===== config.mk =====
export PLATFORM = sky130hd
export DESIGN_NAME = mbist_engine
export DESIGN_NICKNAME = d
export VERILOG_FILES = /design/src/rtl/mbist_pkg.sv /design/src/rtl/mbist_prog_mem.sv /design/src/rtl/mbist_cmp.sv /design/src/rtl/mbist_seq.sv /design/src/rtl/mbist_engine.sv
export SDC_FILE = /design/constraint.sdc
export NUM_CORES = 1
export LEC_CHECK = 0
export BUFFER_PORTS_ARGS = -buffer_cell sky130_fd_sc_hd__clkbuf_2
export CAP_MARGIN = 20
export CORE_AREA = 2 2 332 334
export DETAILED_ROUTE_END_ITERATION = 8
export DIE_AREA = 0 0 334 336
export PLACE_DENSITY_LB_ADDON = 0.1
export SKIP_LAST_GASP = 1
export SLEW_MARGIN = 30
export SYNTH_ARGS = -nofsm -noshare
export SYNTH_HDL_FRONTEND = slang
export SYNTH_SLANG_ARGS = --single-unit
export TNS_END_PERCENT = 100

===== constraint.sdc =====
create_clock -name clk -period 13.8 [get_ports clk]
set_input_delay 2.07 -clock clk [delete_from_list [all_inputs] [get_ports clk]]
set_output_delay 2.07 -clock clk [all_outputs]
set_load 0.01 [all_outputs]

===== src/rtl/mbist_pkg.sv =====
package mbist_pkg;
   localparam int OPC_W  = 3;
   localparam int RADJ_W = 2;

   typedef enum logic [OPC_W-1:0] {
      OPC_END    = 3'd0,
      OPC_MARCH  = 3'd1,
      OPC_GALLOP = 3'd2,
      OPC_WALK   = 3'd3,
      OPC_BFLY   = 3'd4
   } opc_e;

   // 17-bit word; ops[k] = {write, polarity}
   typedef struct packed {
      logic [OPC_W-1:0]  opc;
      logic              down;
      logic              mirror;
      logic [RADJ_W-1:0] radj;
      logic [1:0]        last_op;
      logic [3:0][1:0]   ops;
   } instr_t;

   localparam int INSTR_W = $bits(instr_t);

   typedef enum logic [1:0] {
      ST_BWR,
      ST_NRD,
      ST_BRD,
      ST_BRST
   } nm_step_e;
endpackage


===== src/rtl/mbist_prog_mem.sv =====
module mbist_prog_mem #(
   parameter  int DEPTH = 16,
   parameter  int WIDTH = 17,
   localparam int AW    = $clog2(DEPTH)
) (
   input  logic             clk,
   input  logic             wr_en,
   input  logic [AW-1:0]    wr_addr,
   input  logic [WIDTH-1:0] wr_data,
   input  logic [AW-1:0]    rd_addr,
   output logic [WIDTH-1:0] rd_data
);
   logic [WIDTH-1:0] slot_q [DEPTH];

   always_ff @(posedge clk) begin
      if (wr_en) slot_q[wr_addr] <= wr_data;
   end

   assign rd_data = slot_q[rd_addr];
endmodule


===== src/rtl/mbist_cmp.sv =====
module mbist_cmp #(
   parameter int ADDR_W = 18,
   parameter int DATA_W = 256,
   parameter int CNT_W  = 16
) (
   input  logic              clk,
   input  logic              rst_n,
   input  logic              clear,
   input  logic              rd_issue,
   input  logic [ADDR_W-1:0] rd_addr,
   input  logic [DATA_W-1:0] rd_exp,
   input  logic [DATA_W-1:0] rdata,
   output logic              fail,
   output logic [CNT_W-1:0]  fail_count,
   output logic [ADDR_W-1:0] first_addr,
   output logic [DATA_W-1:0] first_data
);
   localparam logic [CNT_W-1:0] CNT_SAT = {CNT_W{1'b1}};

   logic              vld_q;
   logic [ADDR_W-1:0] addr_q;
   logic [DATA_W-1:0] exp_q;
   logic              fail_q;
   logic [CNT_W-1:0]  cnt_q;
   logic [ADDR_W-1:0] faddr_q;
   logic [DATA_W-1:0] fdata_q;

   always_ff @(posedge clk or negedge rst_n) begin
      if (!rst_n) begin
         vld_q   <= 1'b0;
         addr_q  <= '0;
         exp_q   <= '0;
         fail_q  <= 1'b0;
         cnt_q   <= '0;
         faddr_q <= '0;
         fdata_q <= '0;
      end else begin
         vld_q <= rd_issue;
         if (rd_issue) begin
            addr_q <= rd_addr;
            exp_q  <= rd_exp;
         end
         if (clear) begin
            fail_q  <= 1'b0;
            cnt_q   <= '0;
            faddr_q <= '0;
            fdata_q <= '0;
         end else if (vld_q && (rdata != exp_q)) begin
            if (!fail_q) begin
               faddr_q <= addr_q;
               fdata_q <= rdata;
            end
            fail_q <= 1'b1;
            if (cnt_q != CNT_SAT) cnt_q <= cnt_q + 1'b1;
         end
      end
   end

   assign fail       = fail_q;
   assign fail_count = cnt_q;
   assign first_addr = faddr_q;
   assign first_data = fdata_q;
endmodule


===== src/rtl/mbist_seq.sv =====
module mbist_seq
   import mbist_pkg::*;
#(
   parameter int ADDR_W  = 18,
   parameter int PC_W    = 4,
   parameter bit BFLY_2D = 1'b1
) (
   input  logic              clk,
   input  logic              rst_n,
   input  logic              start,
   input  instr_t            instr,
   output logic [PC_W-1:0]   pc,
   output logic              running,
   output logic              done,
   output logic              cmd_en,
   output logic              cmd_we,
   output logic              cmd_pol,
   output logic [ADDR_W-1:0] cmd_addr,
   output logic [RADJ_W-1:0] cmd_radj
);
   localparam logic [ADDR_W-1:0] A_MAX = {ADDR_W{1'b1}};
   localparam int COL_W  = BFLY_2D ? ADDR_W / 2 : ADDR_W;
   localparam int ROW_W  = ADDR_W - COL_W;
   localparam int N_DIST = (ROW_W > COL_W) ? ROW_W : COL_W;
   localparam int DIST_W = (N_DIST > 1) ? $clog2(N_DIST) : 1;
   localparam int SLOT_W = DIST_W + 2;
   localparam logic [SLOT_W-1:0] SLOT_LAST = SLOT_W'(N_DIST * 4 - 1);

   typedef enum logic [1:0] {S_IDLE, S_FETCH, S_RUN, S_DONE} state_e;

   state_e            state_q;
   logic [PC_W-1:0]   pc_q;
   instr_t            ir_q;
   logic              pass_q;
   logic [ADDR_W-1:0] addr_q;
   logic [ADDR_W-1:0] nbr_q;
   logic [1:0]        opi_q;
   nm_step_e          step_q;
   logic [SLOT_W-1:0] slot_q;

   // butterfly neighbour candidate
   logic              cand_ok;
   logic [ADDR_W-1:0] cand_addr;
   logic [DIST_W-1:0] slot_dist;
   logic [1:0]        slot_dir;

   assign slot_dist = slot_q[SLOT_W-1:2];
   assign slot_dir  = slot_q[1:0];

   generate
      if (BFLY_2D) begin : g_grid
         always_comb begin
            int c, r, d;
            c = int'(addr_q[COL_W-1:0]);
            r = int'(addr_q[ADDR_W-1:COL_W]);
            d = 1 << slot_dist;
            case (slot_dir)
               2'd0:    c = c + d;
               2'd1:    c = c - d;
               2'd2:    r = r + d;
               default: r = r - d;
            endcase
            cand_ok   = (c >= 0) && (c < (1 << COL_W)) && (r >= 0) && (r < (1 << ROW_W));
            cand_addr = {r[ROW_W-1:0], c[COL_W-1:0]};
         end
      end else begin : g_line
         always_comb begin
            int a, d;
            a = int'(addr_q);
            d = 1 << slot_dist;
            a = slot_dir[0] ? a - d : a + d;
            cand_ok   = !slot_dir[1] && (a >= 0) && (a < (1 << ADDR_W));
            cand_addr = a[ADDR_W-1:0];
         end
      end
   endgenerate

   // gallop / walk neighbour stepping, skipping the base
   logic              nbr_last;
   logic [ADDR_W-1:0] nbr_inc, nbr_next, nbr_first;
   assign nbr_inc   = nbr_q + 1'b1;
   assign nbr_next  = (nbr_inc == addr_q) ? nbr_inc + 1'b1 : nbr_inc;
   assign nbr_last  = (nbr_q == A_MAX) || ((nbr_inc == A_MAX) && (addr_q == A_MAX));
   assign nbr_first = (addr_q == '0) ? ADDR_W'(1) : '0;

   logic       eff_down, at_end, known, bg;
   logic [1:0] cur_op;
   assign eff_down = ir_q.down ^ pass_q;
   assign at_end   = eff_down ? (addr_q == '0) : (addr_q == A_MAX);
   assign cur_op   = ir_q.ops[opi_q];
   assign bg       = ir_q.ops[0][0];
   assign known    = (instr.opc == OPC_MARCH) || (instr.opc == OPC_GALLOP) ||
                     (instr.opc == OPC_WALK)  || (instr.opc == OPC_BFLY);

   always_ff @(posedge clk or negedge rst_n) begin
      if (!rst_n) begin
         state_q <= S_IDLE;
         pc_q    <= '0;
         ir_q    <= '0;
         pass_q  <= 1'b0;
         addr_q  <= '0;
         nbr_q   <= '0;
         opi_q   <= '0;
         step_q  <= ST_BWR;
         slot_q  <= '0;
      end else begin
         case (state_q)
            S_IDLE, S_DONE: begin
               if (start) begin
                  state_q <= S_FETCH;
                  pc_q    <= '0;
               end
            end
            S_FETCH: begin
               ir_q    <= instr;
               pc_q    <= pc_q + 1'b1;
               pass_q  <= 1'b0;
               opi_q   <= '0;
               step_q  <= ST_BWR;
               slot_q  <= '0;
               addr_q  <= ((instr.opc == OPC_MARCH) && instr.down) ? A_MAX : '0;
               state_q <= known ? S_RUN : S_DONE;
            end
            S_RUN: begin
               if (ir_q.opc == OPC_MARCH) begin
                  if (opi_q != ir_q.last_op) begin
                     opi_q <= opi_q + 1'b1;
                  end else begin
                     opi_q <= '0;
                     if (!at_end) begin
                        addr_q <= eff_down ? addr_q - 1'b1 : addr_q + 1'b1;
                     end else if (ir_q.mirror && !pass_q) begin
                        pass_q <= 1'b1;
                        addr_q <= ir_q.down ? '0 : A_MAX;
                     end else begin
                        state_q <= S_FETCH;
                     end
                  end
               end else begin
                  case (step_q)
                     ST_BWR: begin
                        step_q <= ST_NRD;
                        nbr_q  <= nbr_first;
                        slot_q <= '0;
                     end
                     ST_NRD: begin
                        if (ir_q.opc == OPC_BFLY) begin
                           if (slot_q == SLOT_LAST) step_q <= ST_BRD;
                           else                     slot_q <= slot_q + 1'b1;
                        end else if (ir_q.opc == OPC_GALLOP) begin
                           step_q <= ST_BRD;
                        end else if (nbr_last) begin
                           step_q <= ST_BRD;
                        end else begin
                           nbr_q <= nbr_next;
                        end
                     end
                     ST_BRD: begin
                        if ((ir_q.opc == OPC_GALLOP) && !nbr_last) begin
                           step_q <= ST_NRD;
                           nbr_q  <= nbr_next;
                        end else begin
                           step_q <= ST_BRST;
                        end
                     end
                     default: begin
                        if (addr_q == A_MAX) begin
                           state_q <= S_FETCH;
                        end else begin
                           addr_q <= addr_q + 1'b1;
                           step_q <= ST_BWR;
                        end
                     end
                  endcase
               end
            end
            default: state_q <= S_IDLE;
         endcase
      end
   end

   always_comb begin
      cmd_en   = 1'b0;
      cmd_we   = 1'b0;
      cmd_pol  = 1'b0;
      cmd_addr = addr_q;
      if (state_q == S_RUN) begin
         if (ir_q.opc == OPC_MARCH) begin
            cmd_en  = 1'b1;
            cmd_we  = cur_op[1];
            cmd_pol = cur_op[0] ^ pass_q;
         end else begin
            case (step_q)
               ST_BWR: begin
                  cmd_en  = 1'b1;
                  cmd_we  = 1'b1;
                  cmd_pol = ~bg;
               end
               ST_NRD: begin
                  cmd_pol = bg;
                  if (ir_q.opc == OPC_BFLY) begin
                     cmd_en   = cand_ok;
                     cmd_addr = cand_addr;
                  end else begin
                     cmd_en   = 1'b1;
                     cmd_addr = nbr_q;
                  end
               end
               ST_BRD: begin
                  cmd_en  = 1'b1;
                  cmd_pol = ~bg;
               end
               default: begin
                  cmd_en  = 1'b1;
                  cmd_we  = 1'b1;
                  cmd_pol = bg;
               end
            endcase
         end
      end
   end

   assign cmd_radj = (cmd_en && !cmd_we) ? ir_q.radj : '0;
   assign pc       = pc_q;
   assign running  = (state_q == S_FETCH) || (state_q == S_RUN);
   assign done     = (state_q == S_DONE);
endmodule


===== src/rtl/mbist_engine.sv =====
module mbist_engine
   import mbist_pkg::*;
#(
   parameter  int ADDR_W     = 18,
   parameter  int DATA_W     = 256,
   parameter  int PROG_DEPTH = 16,
   parameter  int CNT_W      = 16,
   parameter  bit BFLY_2D    = 1'b1,
   localparam int PC_W       = $clog2(PROG_DEPTH)
) (
   input  logic               clk,
   input  logic               rst_n,
   input  logic               start,
   input  logic               prog_wr,
   input  logic [PC_W-1:0]    prog_addr,
   input  logic [INSTR_W-1:0] prog_data,
   output logic               mem_en,
   output logic               mem_we,
   output logic [ADDR_W-1:0]  mem_addr,
   output logic [DATA_W-1:0]  mem_wdata,
   output logic [RADJ_W-1:0]  mem_radj,
   input  logic [DATA_W-1:0]  mem_rdata,
   output logic               done,
   output logic               fail,
   output logic [CNT_W-1:0]   fail_count,
   output logic [ADDR_W-1:0]  fail_addr,
   output logic [DATA_W-1:0]  fail_data
);
   if (ADDR_W < 2 || ADDR_W > 30) begin : g_bad_addr_w
      $error("mbist_engine: ADDR_W must lie in 2..30");
   end
   if (PROG_DEPTH < 2 || (1 << PC_W) != PROG_DEPTH) begin : g_bad_depth
      $error("mbist_engine: PROG_DEPTH must be a power of two of at least 2");
   end
   if (DATA_W < 1 || CNT_W < 1) begin : g_bad_width
      $error("mbist_engine: DATA_W and CNT_W must be positive");
   end

   logic              running;
   logic [PC_W-1:0]   pc;
   logic [INSTR_W-1:0] instr_word;
   logic              cmd_pol;
   logic [DATA_W-1:0] pattern;

   mbist_prog_mem #(.DEPTH(PROG_DEPTH), .WIDTH(INSTR_W)) u_prog (
      .clk     (clk),
      .wr_en   (prog_wr & ~running),
      .wr_addr (prog_addr),
      .wr_data (prog_data),
      .rd_addr (pc),
      .rd_data (instr_word)
   );

   mbist_seq #(.ADDR_W(ADDR_W), .PC_W(PC_W), .BFLY_2D(BFLY_2D)) u_seq (
      .clk      (clk),
      .rst_n    (rst_n),
      .start    (start),
      .instr    (instr_t'(instr_word)),
      .pc       (pc),
      .running  (running),
      .done     (done),
      .cmd_en   (mem_en),
      .cmd_we   (mem_we),
      .cmd_pol  (cmd_pol),
      .cmd_addr (mem_addr),
      .cmd_radj (mem_radj)
   );

   assign pattern   = {DATA_W{cmd_pol}};
   assign mem_wdata = pattern;

   mbist_cmp #(.ADDR_W(ADDR_W), .DATA_W(DATA_W), .CNT_W(CNT_W)) u_cmp (
      .clk        (clk),
      .rst_n      (rst_n),
      .clear      (start & ~running),
      .rd_issue   (mem_en & ~mem_we),
      .rd_addr    (mem_addr),
      .rd_exp     (pattern),
      .rdata      (mem_rdata),
      .fail       (fail),
      .fail_count (fail_count),
      .first_addr (fail_addr),
      .first_data (fail_data)
   );
endmodule


After elaboration in Yosys (flattened, before gate mapping) --
Memories as Yosys holds them, arrays and structs flattened. Cells that the tools add are included.
Word-level totals: bits in registers 381, memory bits (writable) 272, bits of input ports 281, output and inout bits 570, memories kept 1
Cells by class: add/sub/neg operators 12, magnitude comparators 5, eq/ne operators 46, shift operators 1, muxes and demuxes 83, bitwise operators 9, reduce and logical (&&, ||, !) cells 41
Memories:
- u_prog.slot_q | words 16, bits a word 17, rd ports 1, clocked after Yosys merged registers in 0, write ports 1, RTL line mbist_prog_mem.sv:13 | logic [WIDTH-1:0] slot_q [DEPTH];
Operator list (count):
- 256-bit 2-to-1 mux | 3
- 18-bit 2-to-1 mux | 21
- 256-bit inequality test | 1
- 32-bit one-hot mux with 2 select lines | 2
- 10-bit by 32-bit adder with 32-bit output | 2
- 32-bit by 1-bit >= comparator with 1-bit output, second input constant | 2
- 32-bit by 11-bit < comparator with 1-bit output, second input constant | 2
- 10-bit by 32-bit subtractor with 32-bit output | 2
- 18-bit by 1-bit adder with 18-bit output, second input constant | 3
- 18-bit equality test, second input constant | 3
- 18-bit one-hot mux with 3 select lines | 1
- 16-bit 2-to-1 mux | 3
- 2-bit 2-to-1 mux | 18
- 18-bit one-hot mux with 2 select lines | 1
- 1-bit by 4-bit << shifter with 32-bit output, first input constant | 1
- 6-bit one-hot mux with 2 select lines | 2
- 1-bit 2-to-1 mux | 21
- 3-bit inequality test, second input constant | 7
- 5-bit AND reduction | 4
- 18-bit equality test | 1
- 18-bit logical NOT | 1
- 6-bit 2-to-1 mux | 3
- 18-bit by 1-bit subtractor with 18-bit output, second input constant | 1
- 16-bit by 1-bit adder with 16-bit output, second input constant | 1
- other kinds (39) | 91

Depth between registers and ports, before layout --
Gate-level depths: netlist (run 1).
word-level depth 13, mapped depth 24

Hierarchy --
A second synthesis (run 1) with hierarchy kept.
Second synthesis, totals: cell total of the unflattened synthesis 3687, area total of the unflattened synthesis 45049.5 um2
By module, submodules not included:
- mbist_cmp | times used 1, cells each 1907, area each 24801.3 um2, sequential area each 14163.6 um2
- mbist_prog_mem | times used 1, cells each 441, area each 10297.4 um2, sequential area each 8167.8 um2
- mbist_seq | times used 1, cells each 1080, area each 8002.7 um2, sequential area each 1751.7 um2
- mbist_engine | times used 1, cells each 259, area each 1948.1 um2, sequential area each 0.0 um2

Least setup slack after synthesis (run 1) --
Ideal clock, no wire load.
kind flip-flop to output port, from reg u_seq.opi_q[0], to out mem_wdata[0], data arrival time 11.439 ns, data required time 11.730 ns, setup slack 0.291 ns, stages on the path, launching flop included 7, cells stage by stage dfrtp_1 -> clkbuf_1 -> mux4_2 -> xnor2_1 -> nand2_1 -> a21oi_1 -> buf_4
Between the ends: longest elaborated chain between the ends 5
RTL lines:
- from (decl) | RTL line mbist_seq.sv:37 | logic [1:0] opi_q;
- from (signal assigned) | RTL line mbist_seq.sv:127 | opi_q <= opi_q + 1'b1;
- 2-bit binary-select mux with 2-bit select | RTL line mbist_seq.sv:90 | assign cur_op = ir_q.ops[opi_q];
- 2-bit 2-to-1 mux (not written as such) | RTL line mbist_seq.sv:90
- 1-bit bitwise XOR | RTL line mbist_seq.sv:191 | cmd_pol = cur_op[0] ^ pass_q;
- 1-bit 2-to-1 mux | RTL line mbist_seq.sv:188 | if (ir_q.opc == OPC_MARCH) begin
- 1-bit 2-to-1 mux | RTL line mbist_seq.sv:187 | if (state_q == S_RUN) begin
- to (decl) | RTL line mbist_engine.sv:20 | output logic [DATA_W-1:0] mem_wdata,
Every way passes these cells. The select of a mux whose other input is x is not followed.

Final worst setup path (run 1) --
from reg u_seq.slot_q[4], to out mem_radj[1]
Between the ends: longest elaborated chain between the ends 13, elaborated cells between the ends (all ways) 20, those cells by class 4 x add/sub; 4 x order compare; 1 x shift; 7 x mux; 4 x reduce/logical
RTL lines:
- from (decl) | RTL line mbist_seq.sv:39 | logic [SLOT_W-1:0] slot_q;
- from (signal assigned) | RTL line mbist_seq.sv:149 | else slot_q <= slot_q + 1'b1;
- 1-bit by 4-bit << shifter with 32-bit output (*) | RTL line mbist_seq.sv:56 | d = 1 << slot_dist;
- 10-bit by 32-bit subtractor with 32-bit output or 10-bit by 32-bit adder with 32-bit output (tied branches) | RTL line mbist_seq.sv:59, mbist_seq.sv:58
- 32-bit one-hot mux with 2 select lines | RTL line mbist_seq.sv:57 | case (slot_dir)
- 32-bit by 1-bit >= comparator with 1-bit output or 32-bit by 11-bit < comparator with 1-bit output (tied branches) | RTL line mbist_seq.sv:63 | cand_ok = (c >= 0) && (c < (1 << COL_W)) && (r >= 0) && (r < (1 << ROW_W));
- 1-bit logical AND (2 in a row) | RTL line mbist_seq.sv:63
- 1-bit logical AND (*) | RTL line mbist_seq.sv:63
- 1-bit 2-to-1 mux (*) | RTL line mbist_seq.sv:201 | if (ir_q.opc == OPC_BFLY) begin
- 1-bit 2-to-1 mux (*) | RTL line mbist_seq.sv:193 | case (step_q)
- 1-bit 2-to-1 mux (*) | RTL line mbist_seq.sv:188
- 1-bit 2-to-1 mux (*) | RTL line mbist_seq.sv:187
- 1-bit logical AND (*) | RTL line mbist_seq.sv:223 | assign cmd_radj = (cmd_en && !cmd_we) ? ir_q.radj : '0;
- 2-bit 2-to-1 mux (*) | RTL line mbist_seq.sv:223
- to (decl) | RTL line mbist_engine.sv:21 | output logic [RADJ_W-1:0] mem_radj,
Every way passes the cells marked *; elsewhere a longest branch is shown, timed or not.

==> metrics.md, run 1 <==
| Metric | Value |
|---|---|
| Status | finished, final reports clean |
| Clock-pin slew on the worst setup and hold paths | 0.06 ns |
| Mux share of post-synthesis cell area | between 5 and 6% |
| Synth cell types | 78 |
| Initial antenna violation count | 16 |
| Clock root buffer | clkbuf_16 |
| Setup TNS | 0 ns |
| Final Setup Violations | 0 |
| Initial core utilization | 30.26% |
| Final core utilization | 36.30% |
| Async S/R FF share, synth | between 50% and 60% |
| Final Slew Violations | 0 |
| Yosys warns | 0 |
| HP Class | reg2reg |
| Worst endpoint data arrival time | between 6 and 7 ns |
| Setup Slack @ Placement | roughly 6.4 ns |
| ANT nets after route | 0 |
| Synth cell count leaders | 381 x dfrtp_1, 289 x a22o_1, 272 x edfxtp_1, 256 x buf_4, 183 x nand2_1 |
| Post-synth design cell area | 32,800 um^2 |
| Slew headroom | between 20% and 30% |
| Die area | 112,200 um^2 |
| Most used DFF post-synth | dfrtp_1 |
| Post-Synthesis Cells | ~2,800 |
| #FFs+latches synth | 653 |
| GP Congestion | 1.099 |
| Number of global-route vias before repair | approximately 25,000 |
| IO Pins | between 800 and 900 |
| Total wire length | approximately 140 mm |
| PortBufs | 850 |
| DIE HEIGHT | 336 um |
| First-pass GRT wire length | 190.6 mm |
| CP max stage cell | dfrtp_1 |
| First-pass detailed-route iteration total | 5 |
| Htree depth | 3 |
| Sequential area share after synthesis | 53.97% |
| Critical path's largest stage delay | 0.88 ns |
| Pwr Density | 196.2 nW/um^2 |
| Minimum clock period | around 8.2 ns |
| Ratio of cells with drive above 1 in the final layout | 33.21% |
| Mean area per synthesized cell | 11.52 um^2 |
| Largest family of logic cells by synthesized area | compound AO/OA/AOI/OAI gates |
| Maximum VDD drop | 0.1739 mV |
| Worst reg-to-reg setup slack | 8.17 ns |
| Critical path class | reg2out |
| WP buf/inv | 3 |
| Worst R2R End | u_cmp.first_data[92]$_DFFE_PN0P_ |
| Post-CTS Setup Inserts | 0 |
| Worst-Margin Slew | 1.195 ns |
| Fillcell total | 10,820 |
| Critical path peak fanout | 30 |
| Worst hold stages | 1 |
| Post_cts resized | 0 |
| Post-Synth XOR/XNOR Area | 2.003% |
| Hold worst-path end | u_cmp.first_addr[8]$_DFFE_PN0P_ |
| R2R Path Start | u_cmp.exp_q[0]$_DFFE_PN0P_ |
| LEAKAGE | 0.01698 uW |
| Critical path cell sequence | nor3_1 -> and2_1 -> inv_1 -> ha_1 -> inv_1 -> o21ai_0 -> nand2_1 -> a21oi_1 -> o31ai_1 -> ha_1 -> o21a_1 -> o211ai_1 -> a21o_1 -> a211oi_1 -> mux2_2 -> a211oi_1 -> o2bb2ai_1 -> or2_2 -> nor2_1 -> clkbuf_2 |
| Cell row count | 121 |
| Clock Tree Buf Depth | 3 |
| Core ar. | around 110,000 um^2 |
| Clock sink total | 653 |
| Post-route setup slack | roughly 5.6 ns |
| RSZ-0062 raised after global routing | false |
| CTS tree | yes |
| Max Cap Viol | 0 |
| Worst Setup End Kind | output port |
| All-layer global routing usage | a little under a quarter |
| Period Utilization, post-route | between 50% and 60% |
| Synth area leader | dfrtp_1 |
| Reg area | 17,710 um^2 |
| Footprint of the multi-input gates | 12,380 um^2 |
| Vias per cell | between 5 and 6 |
| Final Power | 7720 uW |
| Hold_buf cts | 0 |
| WL per Instance | 27.93 um |
| Clock insertion delay at the later pin of the skew report | 0.65 ns |
| Via count | 26,440 |
| Die W | approximately 330 um |
| CP Launch Type | register |
| Final hold vios | 0 |
| Fin cells | ~5,000 |
| Skew final | 0.02264 ns |
| Fin nets | roughly 3,700 |
| Largest net degree at the start of global routing | 194 |
| Fmax achieved | 122.1 MHz |
| Post-Synth Simple-Gate Area | a little under an eighth |
| Synth top area share | 29.07% |
| Post-Synth Adder-Cell Area | 1.572% |
| Iter 0 DRT Violations | 2,497 |
| Post-Syn Nets | ~3,200 |
| Number of synthesized flops with an enable pin | between 200 and 300 |
| CTS buffer count | 79 |
| Placed Cells | 4,721 |
| HPWL Detailed | 101.4 mm |
| Hold Startpoint | u_cmp.addr_q[8]$_DFFE_PN0P_ |
| Count leader, synth | dfrtp_1 |
| Top delay family on crit path | compound AO/OA/AOI/OAI gates |
| Cells on worst reg2reg path | 11 |
| Area growth syn-to-layout | 19.99% |
| Top cells by area, synth | dfrtp_1 29%, edfxtp_1 25%, a22o_1 7.7% |
| Synth Area in Compound Gates | 16.43% |
| DR DRC count | 0 |
| WP data required | 11.73 ns |
| Grt ovf | 0 |
[metrics by stage]
| step | instance area (um^2) | hold slack, ns |
|---|---|---|
| 6_report | 39350 | 0.4874 |
| 5_1_grt | 39350 | 0.4980 |
| 4_1_cts | 39280 | 0.4894 |
| 3_5_place_dp | 36680 | 0.4756 |
| 3_3_place_gp | 36670 | 0.4725 |
| 2_1_floorplan | 32800 | 0.4606 |
[layout make-up]
cell class	instances	area share, %
well taps	1414	4.496
clock inverters	26	0.7217
multi-input cells	1711	31.45
clock buffers	116	5.869
diodes	9	0.05723
repair buffers	901	11.99
flip-flops and latches	653	45.00
inverters	44	0.4197
[flip-flops by register name, indices dropped and copies added (netlist names), 2 cells and up]
signal            flops
u_prog.slot_q       272
u_cmp.first_data    256
u_cmp.addr_q         18
u_cmp.first_addr     18
u_seq.addr_q         18
u_seq.nbr_q          18
u_cmp.fail_count     16
u_seq.ir_q           16
u_seq.slot_q          6
u_seq.pc              4
u_seq.opi_q           2
u_seq.state_q         2
u_seq.step_q          2
[cells by family after synthesis]
family | Yosys count
buffers and inverters | 484
DFF | 653
and+or+nand+nor | 720
xor gates and xnor gates | 75
adders and majority gates | 40
AOI/OAI and AO/OA | 732
muxes | 144
[worst max-delay path by stage]
stage,start,to,slack (ns),cells past startpoint
CTS,u_seq.slot_q[4]$_DFFE_PN0P_,mem_radj[1],5.63,20
finish,u_seq.slot_q[4]$_DFFE_PN0P_,mem_radj[1],5.61,20
global route,u_seq.slot_q[4]$_DFFE_PN0P_,mem_radj[0],5.19,18
global placement,u_seq.slot_q[4]$_DFFE_PN0P_,mem_radj[1],6.44,20
detailed placement,u_seq.slot_q[4]$_DFFE_PN0P_,mem_radj[1],6.36,20
floorplan,u_seq.opi_q[0]$_DFFE_PN0P_,mem_wdata[0],0.29,6
[per-layer routing]
| metal | up-vias | part of all wire (%) | global-route usage, % |
|---|---|---|---|
| met1 | 13330 | 42 | 30.36 |
| met5 | - | 0.0081 | 0 |
| li1 | 11730 | - | - |
| met2 | 1128 | 47 | 37.17 |
| met4 | 2 | 3.6 | 8.108 |
| met3 | 246 | 8.2 | 6.413 |
[where the power goes]
group          switching [uW]  leakage, uW  internal, uW  total (uW)
combinational            1820      0.00816          1130        2950
sequential                350      0.00755          2340        2690
clock                     833      0.00127          1250        2090
total                    3000       0.0170          4720        7720
[cells in the final DEF, fill, tap and decap left out, types with 12 or more instances in the layout]
| cell type | n |
|---|---|
| edfxtp_1 | 272 |
| a22oi_1 | 16 |
| clkbuf_16 | 82 |
| a31oi_1 | 28 |
| xor2_1 | 19 |
| and2_1 | 15 |
| clkbuf_1 | 21 |
| o22ai_1 | 43 |
| nor4_1 | 54 |
| mux4_2 | 36 |
| nand2b_1 | 21 |
| o21ai_0 | 110 |
| nor3_1 | 64 |
| or4_1 | 36 |
| nor2_1 | 109 |
| nand2_1 | 183 |
| nand3_1 | 72 |
| a22o_1 | 289 |
| clkbuf_2 | 849 |
| mux2i_1 | 55 |
| nand4_1 | 50 |
| dfrtp_1 | 378 |
| or3_1 | 42 |
| inv_1 | 44 |
| buf_4 | 43 |
| o221ai_1 | 15 |
| clkbuf_8 | 13 |
| mux2_2 | 53 |
| a21oi_1 | 95 |
| xnor2_1 | 56 |
| o31ai_1 | 12 |
| nor2b_1 | 12 |
| ha_1 | 38 |
Power figures use the tool's default switching activity.
==> run 2: changes to the inputs <==
ABC_AREA = 1   (was unset)
CORE_AREA = 2 2 330 332   (was 2 2 332 334)
DIE_AREA = 0 0 332 334   (was 0 0 334 336)
clock period = 7 ns   (was 13.8 ns; I/O delays follow)
==> metrics.md, run 2 <==
| Metric | Value |
|---|---|
| Status | finished, final reports clean |
| Cell row count | 121 (unchanged) |
| RSZ-0062 raised after global routing | false |
| Final hold vios | 0 (unchanged) |
| DIE HEIGHT | 334 um (-0.60%) |
| IO Pins | 851 (unchanged) |
| Initial antenna violation count | 22 (+6) |
| Clock-pin slew on the worst setup and hold paths | 0.06 ns (about the same) |
| Synth top area share | 27.79% (-1.3 points) |
| Post-route setup slack | 0.7139 ns (-4.899 ns) |
| CP Launch Type | register |
| First-pass detailed-route iteration total | 5 (unchanged) |
| Most used DFF post-synth | dfrtp_1 |
| Fin cells | 6,011 (+23%) |
| Worst-Margin Slew | 0.9343 ns (-0.2604 ns) |
| PortBufs | 850 (unchanged) |
| Setup TNS | 0 ns (unchanged) |
| Grt ovf | 0 (unchanged) |
| Initial core utilization | 31.83% (+1.6 points) |
| Clock insertion delay at the later pin of the skew report | 0.68 ns (+0.03 ns) |
| WP data required | 5.95 ns (-5.78 ns) |
| Post-Synthesis Cells | 3,993 (+40%) |
| GP Congestion | 0.8989 (-18%) |
| Post-synth design cell area | 34,310 um^2 (+4.6%) |
| Die W | 332 um (-0.60%) |
| Count leader, synth | nand2_1 |
| Synth area leader | dfrtp_1 |
| Fillcell total | 11,240 (+3.9%) |
| Hold_buf cts | 0 (unchanged) |
| Placed Cells | 5,845 (+24%) |
| Max reg flops | 272 (unchanged) |
| Area growth syn-to-layout | 19.67% |
| Number of global-route vias before repair | 27,990 (+11%) |
| Slew headroom | 37.57% (+17 points) |
| ANT nets after route | 0 (unchanged) |
| Synth cell types | 59 (-24%) |
| Minimum clock period | 6.286 ns |
| Post_cts resized | 0 (unchanged) |
| Vias per cell | 4.974 (-8.3%) |
| Htree depth | 3 (unchanged) |
| First-pass GRT wire length | 192.7 mm (+1.1%) |
| Via count | 29,900 (+13%) |
| Final Setup Violations | 0 (unchanged) |
| Sequential area share after synthesis | 51.59% (-2.4 points) |
| Final Slew Violations | 0 (unchanged) |
| Total wire length | 133.1 mm (-2.3%) |
| Skew final | 0.05111 ns (+0.02846 ns) |
| LEAKAGE | 0.01969 uW (+16%) |
| Final core utilization | 38.09% (+1.8 points) |
| Fin nets | 4,838 (+30%) |
| Largest net degree at the start of global routing | 189 (-2.6%) |
| Top cells by area, synth | dfrtp_1 28%, edfxtp_1 24%, nand2_1 12% |
| Clock root buffer | clkbuf_16 |
| Core ar. | 107,800 um^2 (-0.56%) |
| Die area | 110,900 um^2 (-1.2%) |
| Clock Tree Buf Depth | 3 (unchanged) |
| Iter 0 DRT Violations | 2,224 (-11%) |
| WL per Instance | 22.14 um (-21%) |
| Ratio of cells with drive above 1 in the final layout | 23.98% (-9.2 points) |
| HP Class | in2async |
| Most frequent cells in the layout | 1,082 x nand2_1, 849 x clkbuf_2, 409 x nand3_1 |
| Largest register by flop count | u_prog.slot_q |
| CTS buffer count | 82 (+3.8%) |
| Number of synthesized flops with an enable pin | 272 (unchanged) |
| Worst endpoint data arrival time | 5.24 ns (-0.88 ns) |
| Maximum VDD drop | 0.1954 mV (+12%) |
| CTS tree | yes |
| Max Cap Viol | 0 (unchanged) |
| Fmax achieved | between 150 and 200 MHz |
| Pwr Density | 427.4 nW/um^2 (+120%) |
| #FFs+latches synth | 653 (unchanged) |
| Mean area per synthesized cell | 8.593 um^2 (-25%) |
| Commonest non-fill, non-tap cell in the layout | nand2_1 |
| Synth cell count leaders | 1,084 x nand2_1, 410 x nand3_1, 381 x dfrtp_1, 272 x edfxtp_1, 262 x buf_4 |
| Critical path class | reg2out |
| Post-Syn Nets | 4,314 (+36%) |
| Setup Slack @ Placement | 1.053 ns (-5.303 ns) |
| Async S/R FF share, synth | 58.35% (unchanged) |
| HPWL Detailed | 93.58 mm (-7.7%) |
| Critical path peak fanout | 22 (-27%) |
| Final Power | 17,550 uW (+130%) |
| Period Utilization, post-route | 89.80% |
| Post-CTS Setup Inserts | 0 (unchanged) |
| Worst Setup End Kind | output port |
| All-layer global routing usage | 23.10% (-0.18 points) |
| Clock sink total | 653 (unchanged) |
| DR DRC count | 0 (unchanged) |
| Yosys warns | 0 (unchanged) |
run 2: final cells by class:
cell class / instances / area, um^2 / share of cell area (%)
inverters: 242 / 915.9 / 2.230
multi-input cells: 2642 / 13080 / 31.85
clock inverters: 46 / 548.0 / 1.335
repair buffers: 896 / 4748 / 11.56
diodes: 10 / 25.02 / 0.06094
flip-flops and latches: 653 / 17710 / 43.12
well taps: 1414 / 1769 / 4.309
clock buffers: 108 / 2270 / 5.527
run 2: worst paths after layout:
check                                                 start  cells after the start  slack [ns]                           endpoint
min in group clk                u_cmp.addr_q[0]$_DFFE_PN0P_                      2        0.47    u_cmp.first_addr[0]$_DFFE_PN0P_
worst min register to register  u_cmp.addr_q[0]$_DFFE_PN0P_                      2        0.47    u_cmp.first_addr[0]$_DFFE_PN0P_
max in group asynchronous                             rst_n                      2        5.34   u_cmp.first_data[73]$_DFFE_PN0P_
worst max-delay path            u_seq.slot_q[2]$_DFFE_PN0P_                     25        0.71                        mem_radj[1]
worst min-delay path                                  rst_n                      1        0.31        u_seq.nbr_q[10]$_DFFE_PN0P_
worst max register to register   u_cmp.exp_q[0]$_DFFE_PN0P_                     12        2.40  u_cmp.first_data[175]$_DFFE_PN0P_
run 2: kinds of logic after synthesis:
| kind of cell | after synthesis | share of synthesized area [%] |
|---|---|---|
| flip-flops | 653 | 51.59 |
| AO/OA/AOI/OAI | 528 | 9.218 |
| AND/OR/NAND/NOR | 2001 | 25.07 |
| buffers and inverters | 698 | 10.70 |
| adder cells (fa/ha/maj) | 40 | 1.502 |
| XOR/XNOR | 73 | 1.929 |
run 2: metrics by stage:
step,hold WS [ns],instance area [um^2]
final,0.3132,41060
after global routing,0.3142,41060
after CTS,0.2901,40970
after detailed placement,0.4533,38150
after global placement,0.4568,38120
after floorplan,0.4422,34310
run 2: routing by layer:
| layer | vias up | wire length [um] | track usage (%) |
|---|---|---|---|
| li1 | 14370 | - | - |
| met1 | 14450 | 58300 | 30.89 |
| met2 | 909 | 62080 | 37.06 |
| met3 | 165 | 9155 | 5.688 |
| met4 | 8 | 3483 | 6.634 |
| met5 | - | 54 | 0 |
run 2: worst max-delay path, stage by stage (launching register included):
cell,delay [ns]
dfrtp_1,0.45
nor2_1,0.19
nand2_1,0.12
nor2_1,0.23
inv_1,0.07
ha_1,0.24
inv_1,0.08
nand3_1,0.07
nand2_1,0.08
inv_1,0.05
o21ai_0,0.21
ha_1,0.32
a21oi_1,0.16
nand2_1,0.10
a31oi_1,0.26
o21ai_0,0.19
a21boi_0,0.34
nand3b_1,0.18
nor2_1,0.05
nor2_1,0.10
nand3_1,0.07
nand2_1,0.06
buf_4,0.23
nand3_4,0.34
nor2_1,0.20
clkbuf_2,0.15
run 2: where the power goes:
part           switching [uW]  internal (uW)
Clock                    1830           2610
Sequential                837           4990
Combinational            5000           2290
Total                    7660           9890
==> run 3: changes to the inputs <==
PLACE_DENSITY = 0.57   (was unset)
PLACE_DENSITY_LB_ADDON = unset   (was 0.1)
==> metrics.md, run 3 (synthesis results as in run 2) <==
| Metric | Value |
|---|---|
| R2R Path Start | u_seq.slot_q[4]$_DFFE_PN0P_ |
| Most frequent cells in the layout | 1,082 x nand2_1, 849 x clkbuf_2, 409 x nand3_1 |
| HPWL Detailed | 87.38 mm (-6.6%) |
| Largest net degree at the start of global routing | 192 (+1.6%) |
| Post_cts resized | 0 (unchanged) |
| Hold_buf cts | 0 (unchanged) |
| Ratio of cells with drive above 1 in the final layout | 23.75% (-0.23 points) |
| Status | finished, final reports clean |
| CP most frequent cell | nor2_1 |
| Area growth syn-to-layout | 18.59% |
| Commonest non-fill, non-tap cell in the layout | nand2_1 |
| Post-CTS Setup Inserts | 0 (unchanged) |
| GR peak layer | met2 |
| HP Class | in2async |
| Setup TNS | 0 ns (unchanged) |
| CTS buffer count | 79 (-3.7%) |
| Fillcell total | 11,100 (-1.2%) |
| Die W | 332 um (unchanged) |
| LEAKAGE | 0.01955 uW (-0.72%) |
| GP Congestion | 0.9529 (+6.0%) |
| Vias per cell | 5.044 (+1.4%) |
| Critical path's largest stage delay | 0.48 ns (+0.03 ns) |
| Worst-Margin Slew | 0.9930 ns (+0.05873 ns) |
| Fmax achieved | 157.1 MHz (-1.2%) |
| Initial core utilization | 31.83% (unchanged) |
| DR DRC count | 0 (unchanged) |
| Grt ovf | 0 (unchanged) |
| Clock-pin slew on the worst setup and hold paths | 0.06 ns (about the same) |
| Via count | 30,290 (+1.3%) |
| Initial antenna violation count | 23 (+4.5%) |
| Maximum VDD drop | 0.2276 mV (+17%) |
| Met3 Resource Use GR | 4.598% (-1.1 points) |
| Final Slew Violations | 0 (unchanged) |
| Number of global-route vias before repair | 28,170 (+0.64%) |
| WL per Instance | 20.45 um (-7.6%) |
| Met1 usage | 26.74% (-4.2 points) |
| DIE HEIGHT | 334 um (unchanged) |
| Slew headroom | 33.80% (-3.8 points) |
| Final Power | 17,000 uW (-3.2%) |
| Core ar. | 107,800 um^2 (unchanged) |
| Critical path peak fanout | 22 (unchanged) |
| CTS tree | yes |
| Cells on worst reg2reg path | 23 (+11) |
| Die area | 110,900 um^2 (unchanged) |
| CP Launch Type | register |
| Final hold vios | 0 (unchanged) |
| PortBufs | 850 (unchanged) |
| First-pass GRT wire length | 181.3 mm (-5.9%) |
| Max Cap Viol | 0 (unchanged) |
| IO Pins | 851 (unchanged) |
| Worst R2R End | u_cmp.addr_q[6]$_DFFE_PN0P_ |
| Largest register by flop count | u_prog.slot_q |
| Iter 0 DRT Violations | 2,720 (+22%) |
| CP max stage cell | dfrtp_1 |
| ANT nets after route | 0 (unchanged) |
| Critical path cell sequence | inv_1 -> nand2_1 -> nor2_1 -> inv_1 -> ha_1 -> nand2_2 -> nor2_4 -> xnor2_1 -> o21ai_0 -> ha_1 -> a21oi_1 -> inv_1 -> a31oi_1 -> o21ai_0 -> a21boi_0 -> nand3b_1 -> nor2_1 -> nor2_1 -> nand3_1 -> nand2_1 -> nand3_4 -> nor2_1 -> clkbuf_2 |
| Clock Tree Buf Depth | 3 (unchanged) |
| Minimum clock period | 6.364 ns (+0.07765 ns) |
| Clock root buffer | clkbuf_16 |
| Worst reg-to-reg setup slack | 2.37 ns (-0.03 ns) |
| Max reg flops | 272 (unchanged) |
| RSZ-0062 raised after global routing | false |
| Cell row count | 121 (unchanged) |
| First-pass detailed-route iteration total | 6 (+1) |
| Period Utilization, post-route | 90.91% (+1.1 points) |
| Setup Slack @ Placement | 0.9321 ns (-0.1212 ns) |
| Clock sink total | 653 (unchanged) |
| Fin nets | 4,837 (-0.021%) |
| Met2 usage | 35.01% (-2.0 points) |
| Htree depth | 3 (unchanged) |
| All-layer global routing usage | 21.24% (-1.9 points) |
| Post-route setup slack | 0.6362 ns (-0.07765 ns) |
| Final Setup Violations | 0 (unchanged) |
| Clock insertion delay at the later pin of the skew report | 0.64 ns (-0.04 ns) |
| WP data required | 5.95 ns (about the same) |
| Worst Setup End Kind | output port |
| Pwr Density | 417.7 nW/um^2 (-2.3%) |
| Total wire length | 122.8 mm (-7.7%) |
| Worst endpoint data arrival time | 5.31 ns (+0.07 ns) |
| Skew final | 0.02449 ns (-0.02662 ns) |
| Critical path class | reg2out |
==> run 3: worst max-delay path, delay by kind of cell, from the launching register on <==
family / cells / cell delay, ns
buf+inv: 4 / 0.46
flops: 1 / 0.48
xor+xnor: 1 / 0.14
fa+ha+maj: 2 / 0.59
compound gates: 5 / 1.18
simple gates: 11 / 1.83
==> run 3: final cells by class <==
cell class / count / area (um^2) / area share [%]
clock inverter: 34 / 334.1 / 0.8210
tap: 1414 / 1769 / 4.348
clock buffer: 108 / 2187 / 5.375
timing repair buffer: 898 / 4711 / 11.58
sequential: 653 / 17710 / 43.52
antenna: 15 / 37.54 / 0.09225
multi-input combinational: 2642 / 13030 / 32.02
inverter: 242 / 917.1 / 2.254
==> run 3: worst max-delay path by stage <==
stage                                      startpoint           end  slack, ns  cells after the start
after detailed placement  u_seq.slot_q[2]$_DFFE_PN0P_   mem_radj[1]       0.93                     23
after floorplan           u_seq.step_q[0]$_DFFE_PN0P_  mem_wdata[0]       0.67                      7
after global placement    u_seq.slot_q[2]$_DFFE_PN0P_   mem_radj[0]       0.95                     23
after global routing      u_seq.slot_q[2]$_DFFE_PN0P_   mem_radj[1]       0.04                     23
final                     u_seq.slot_q[4]$_DFFE_PN0P_   mem_radj[1]       0.64                     23
after CTS                 u_seq.slot_q[2]$_DFFE_PN0P_   mem_radj[1]       0.20                     23
==> run 3: metal layers <==
metal | vias to the layer above | routed length (um) | share of wire, %
li1 | 14360 | - | -
met1 | 14510 | 49550 | 40
met2 | 1192 | 58590 | 48
met3 | 226 | 9283 | 7.6
met4 | 6 | 5336 | 4.3
met5 | - | 39 | 0.032
==> run 3: stage by stage <==
step                util [%]  instances  area [um^2]  hold slack (ns)
global route           37.75       6005        40690           0.4778
global placement       35.34       5848        38090           0.4566
CTS                    37.68       5990        40620           0.4180
floorplan                  -       3993        34310           0.4422
finish                 37.75       6006        40690           0.4442
detailed placement     35.34       5848        38100           0.4570
==> run 3: power breakdown <==
part / internal [uW] / leakage, uW / total, uW / switching (uW)
sequential: 4990 / 0.00759 / 5810 / 821
clock: 2380 / 0.00124 / 4070 / 1690
combinational: 2270 / 0.0107 / 7120 / 4850
